===== config.mk =====
export PLATFORM = sky130hd
export DESIGN_NAME = boot_overlay_ctrl
export DESIGN_NICKNAME = d
export VERILOG_FILES = /design/src/rtl/boot_ovl_pkg.sv /design/src/rtl/boot_ovl_rst_sync.sv /design/src/rtl/boot_ovl_wr_detect.sv /design/src/rtl/boot_ovl_disable.sv /design/src/rtl/boot_overlay_ctrl.sv
export SDC_FILE = /design/constraint.sdc
export NUM_CORES = 1
export LEC_CHECK = 0
export BUFFER_PORTS_ARGS = -buffer_cell sky130_fd_sc_hd__clkbuf_2
export CAP_MARGIN = 20
export CORE_AREA = 8 8 45 47
export DETAILED_ROUTE_END_ITERATION = 8
export DIE_AREA = 0 0 53 55
export GPL_TIMING_DRIVEN = 1
export PLACE_DENSITY = 0.39
export SYNTH_ARGS = -nofsm -noshare
export SYNTH_HDL_FRONTEND = slang
export SYNTH_SLANG_ARGS = --single-unit

===== constraint.sdc =====
create_clock -name clk -period 1.5 [get_ports clk]
set_clock_uncertainty 0.15 [all_clocks]
set_input_delay 0 -clock clk [delete_from_list [all_inputs] [get_ports clk]]
set_output_delay 0 -clock clk [all_outputs]
set_load 0.01 [all_outputs]

===== src/rtl/boot_ovl_pkg.sv =====
package boot_ovl_pkg;
  localparam int unsigned ADDR_W   = 16;
  localparam int unsigned PAGE_W   = 8;                 // 256-byte window, bit PAGE_W is forced low
  localparam int unsigned HI_LSB   = PAGE_W + 1;
  localparam int unsigned HI_W     = ADDR_W - HI_LSB;
  localparam logic [HI_W-1:0] WIN_TAG = {HI_W{1'b1}};   // $FE00-$FFFF with bit 8 ignored

  typedef struct packed {
    logic wr_seen;   // first write finished, bit-8 override released
    logic ovl_off;   // overlay removed
  } boot_state_t;
endpackage


===== src/rtl/boot_ovl_rst_sync.sv =====
module boot_ovl_rst_sync #(
  parameter int unsigned STAGES = 2
) (
  input  logic clk,
  input  logic rst_n,
  output logic rst_n_sync
);
  logic [STAGES-1:0] chain;

  generate
    for (genvar i = 0; i < STAGES; i++) begin : g_stage
      always_ff @(posedge clk or negedge rst_n) begin
        if (!rst_n) chain[i] <= 1'b0;
        else if (i == 0) chain[i] <= 1'b1;
        else chain[i] <= chain[(i == 0) ? 0 : i-1];
      end
    end
  endgenerate

  assign rst_n_sync = chain[STAGES-1];
endmodule


===== src/rtl/boot_ovl_wr_detect.sv =====
module boot_ovl_wr_detect (
  input  logic clk,
  input  logic rst_n,
  input  logic rst_n_sync,
  input  logic cpu_rw,
  output logic wr_seen
);
  logic rw_q;
  logic rw_rise;

  // prior sample resets to "read" so a strobe held high gives no edge
  always_ff @(posedge clk or negedge rst_n) begin
    if (!rst_n) rw_q <= 1'b1;
    else if (!rst_n_sync) rw_q <= 1'b1;
    else rw_q <= cpu_rw;
  end

  assign rw_rise = !rw_q && cpu_rw;

  always_ff @(posedge clk or negedge rst_n) begin
    if (!rst_n) wr_seen <= 1'b0;
    else if (!rst_n_sync) wr_seen <= 1'b0;
    else if (rw_rise) wr_seen <= 1'b1;
  end
endmodule


===== src/rtl/boot_ovl_disable.sv =====
module boot_ovl_disable (
  input  logic clk,
  input  logic rst_n,
  input  logic rst_n_sync,
  input  logic wr_seen,
  input  logic lorom_sel_n,
  output logic ovl_off
);
  always_ff @(posedge clk or negedge rst_n) begin
    if (!rst_n) ovl_off <= 1'b0;
    else if (!rst_n_sync) ovl_off <= 1'b0;
    else if (wr_seen && !lorom_sel_n) ovl_off <= 1'b1;
  end
endmodule


===== src/rtl/boot_overlay_ctrl.sv =====
module boot_overlay_ctrl
  import boot_ovl_pkg::*;
#(
  parameter int unsigned SYNC_STAGES = 2
) (
  input  logic            clk,
  input  logic            rst_n,
  input  logic [HI_W-1:0] cpu_addr_hi,
  input  logic            cpu_rw,
  input  logic            lorom_sel_n,
  output logic            a8_force,
  output logic            ovl_sel_n,
  output logic            rom_cs_n
);
  logic        rst_n_sync;
  boot_state_t st;
  logic        win_hit;

  boot_ovl_rst_sync #(.STAGES(SYNC_STAGES)) i_rst_sync (
    .clk        (clk),
    .rst_n      (rst_n),
    .rst_n_sync (rst_n_sync)
  );

  boot_ovl_wr_detect i_wr_detect (
    .clk        (clk),
    .rst_n      (rst_n),
    .rst_n_sync (rst_n_sync),
    .cpu_rw     (cpu_rw),
    .wr_seen    (st.wr_seen)
  );

  boot_ovl_disable i_disable (
    .clk         (clk),
    .rst_n       (rst_n),
    .rst_n_sync  (rst_n_sync),
    .wr_seen     (st.wr_seen),
    .lorom_sel_n (lorom_sel_n),
    .ovl_off     (st.ovl_off)
  );

  // bit 8 is not part of the decode: it is held low while the window is live
  assign win_hit   = (cpu_addr_hi == WIN_TAG);
  assign a8_force  = !st.wr_seen;
  assign ovl_sel_n = !(win_hit && !st.ovl_off);
  assign rom_cs_n  = ovl_sel_n && lorom_sel_n;
endmodule


==> impl_metrics.json <==
{
  "drive_above_1_share": 0.447,
  "critPathArrivalTime_ns": 1.26,
  "antenna_cells": 0,
  "critPathKind": "reg -> out",
  "max_freq_mhz": 707,
  "required_ns": 1.35,
  "grt-ovfl-total": 0,
  "start_kind": "flip-flop",
  "slowest_delay_ns": 0.50,
  "die_x_um": 53,
  "clockBufferDepth": 2,
  "power.density_nw_per_um2": 956,
  "syn_area_per_cell_um2": 11.8,
  "ys_ff_latch": 5,
  "setup_tns_ns": 0,
  "wl_per_cell_um": 10.1,
  "antenna_found_initial": 0,
  "synth.distinct_cells": 12,
  "final-max-slew-violation-count": 0,
  "num-nets-final": 50,
  "grt_max_degree": 5,
  "outcome": "complete, no violations",
  "first_pass_iters": 2,
  "finalCritPeriodShare": 0.943,
  "synth.largest_area_cell": "dfrtp_1",
  "hold_class": "in -> async",
  "cap_violations": 0,
  "grt_setup_unrepaired": "false",
  "synth.top_cell.area_share": 0.500,
  "ys_warn_count": 0,
  "endpoint_kind": "primary output",
  "crit_buf_inv": 1,
  "cp_cell_sequence": "or4_1 -> clkbuf_2",
  "wirelength_um": 548,
  "ir_worst_vdd_uv": 594,
  "period_needed_ns": 1.41,
  "syn-num-nets": 28,
  "cts_tree": "yes",
  "setup_viol": 0,
  "worst_slack_ns": 0.0852,
  "start_util": 0.145,
  "netlist_area_um2": 200,
  "cts-root-buf": "clkbuf_4",
  "numCtsBuffers": 3,
  "fillers": 143,
  "grt_pass1_vias": 193,
  "drt_iter0_markers": 2,
  "rows": 14,
  "synthTopCellsByArea": "dfrtp_1, dfstp_2, nand2b_1",
  "drcViolationCount": 0,
  "numPortBuffers": 13,
  "grt_usage": 0.0455,
  "vias": 203,
  "dp_hpwl_um": 450,
  "crit_family": "simple AND/OR/NAND/NOR gates",
  "ios": 14,
  "drtAntennaViolNets": 0,
  "finalHoldViolCount": 0,
  "numClockSinks": 5,
  "gp_congestion": 0.822,
  "insertion_delay_ns": 0.24,
  "cp_slowest_cell": "or4_1",
  "clk_pin_slew_ns": 0.04,
  "post-place-ws_ns": 0.338,
  "core_um2": 1380,
  "area_growth_pct": 75.6,
  "via_per_inst": 3.76,
  "syn_inst": 17,
  "htree_num_levels": 1,
  "die-area_um2": 2920,
  "p_leak_nw": 0.171,
  "ys_seq_area_frac": 0.631,
  "worst-path-max-fanout": 3,
  "dieHeight_um": 55,
  "grt_pass1_wl_um": 876
}
final timing paths:
kind | from | to | slack (ns) | depth (start not counted)
min in group clk | i_rst_sync.chain[0] | i_rst_sync.rst_n_sync | 0.21 | 0
max | i_disable.ovl_off | ovl_sel_n | 0.09 | 2
max in group asynchronous | rst_n | i_rst_sync.chain[0] | 0.50 | 3
max reg2reg | i_wr_detect.rw_q | i_wr_detect.wr_seen | 0.58 | 2
min reg2reg | i_rst_sync.chain[0] | i_rst_sync.rst_n_sync | 0.21 | 0
min | rst_n | i_wr_detect.rw_q | 0.09 | 2
per-stage QoR:
stage	area [µm²]	hold slack, ns	std cells	power [mW]	util
6_report	352	0.0875	54	0.336	0.254
5_1_grt	352	0.0883	54	0.356	0.254
4_1_cts	352	0.0808	54	0.347	0.254
3_5_place_dp	285	-0.327	46	0.177	0.206
3_3_place_gp	285	-0.332	46	0.176	0.206
2_1_floorplan	200	-0.446	17	0.157	-
worst register-to-register path: stages, from the launching register on:
cell      delay, ns
dfstp_2        0.50
nand2b_1       0.08
a21boi_0       0.07
cells by family (layout without fill, tap and decap cells):
group | count (synthesis) | after routing | synth area share
AO/OA/AOI/OAI | 3 | 3 | 0.131
buffers and inverters | 2 | 23 | 0.0375
AND/OR/NAND/NOR | 6 | 6 | 0.181
flip-flops | 5 | 5 | 0.631
other | 1 | 1 | 0.0187
layout by cell type, fill, tap and decap left out, drive strengths merged:
| cell type | Yosys | final |
|---|---|---|
| clkbuf | 0 | 17 |
| dfstp | 1 | 1 |
| nor2b | 1 | 1 |
| inv | 2 | 2 |
| a21boi | 1 | 1 |
| or4 | 1 | 1 |
| dfrtp | 4 | 4 |
| nand2 | 1 | 1 |
| dlygate4sd3 | 0 | 4 |
| nand4 | 1 | 1 |
| o41a | 1 | 1 |
| nand2b | 2 | 2 |
| conb | 1 | 1 |
| o21a | 1 | 1 |
cell type report:
type / count / area, µm² / area share
tap: 16 / 20.0 / 0.0569
multi-input combinational: 10 / 66.3 / 0.189
sequential: 5 / 126 / 0.359
clock buffer: 4 / 26.3 / 0.0747
inverter: 2 / 7.51 / 0.0214
timing repair buffer: 17 / 105 / 0.299
cell usage after synthesis (all sizes together):
cell	number
a21boi	1
conb	1
dfrtp	4
dfstp	1
inv	2
nand2	1
nand2b	2
nand4	1
nor2b	1
o21a	1
o41a	1
or4	1
where the power goes:
group / internal (mW) / switching, mW / leakage, nW / total (mW)
sequential: 0.143 / 0.00277 / 0.0611 / 0.146
combinational: 0.0229 / 0.0145 / 0.0950 / 0.0374
clock: 0.100 / 0.0526 / 0.0150 / 0.153
registers in the layout (all words and copies together), names as in the netlist:
name,flops
i_disable.ovl_off,1
i_rst_sync.chain,1
i_rst_sync.rst_n_sync,1
i_wr_detect.rw_q,1
i_wr_detect.wr_seen,1
per-layer routing:
| metal | share of wire | vias to the layer above | GRT usage | wire (µm) |
|---|---|---|---|---|
| met3 | 0.22 | 2 | 0.0508 | 120 |
| met5 | 0 | - | 0 | 0 |
| met2 | 0.32 | 16 | 0.0508 | 176 |
| met1 | 0.44 | 87 | 0.0445 | 242 |
| met4 | 0.013 | 0 | 0.0388 | 7 |
| li1 | - | 98 | - | - |
what timing repair did:
action,in CTS,in global routing
gates resized for setup,0,0
hold buffers,4,0
buffers inserted,0,0
hold endpoints to repair,8,0
(Power assumes the default switching activity.)
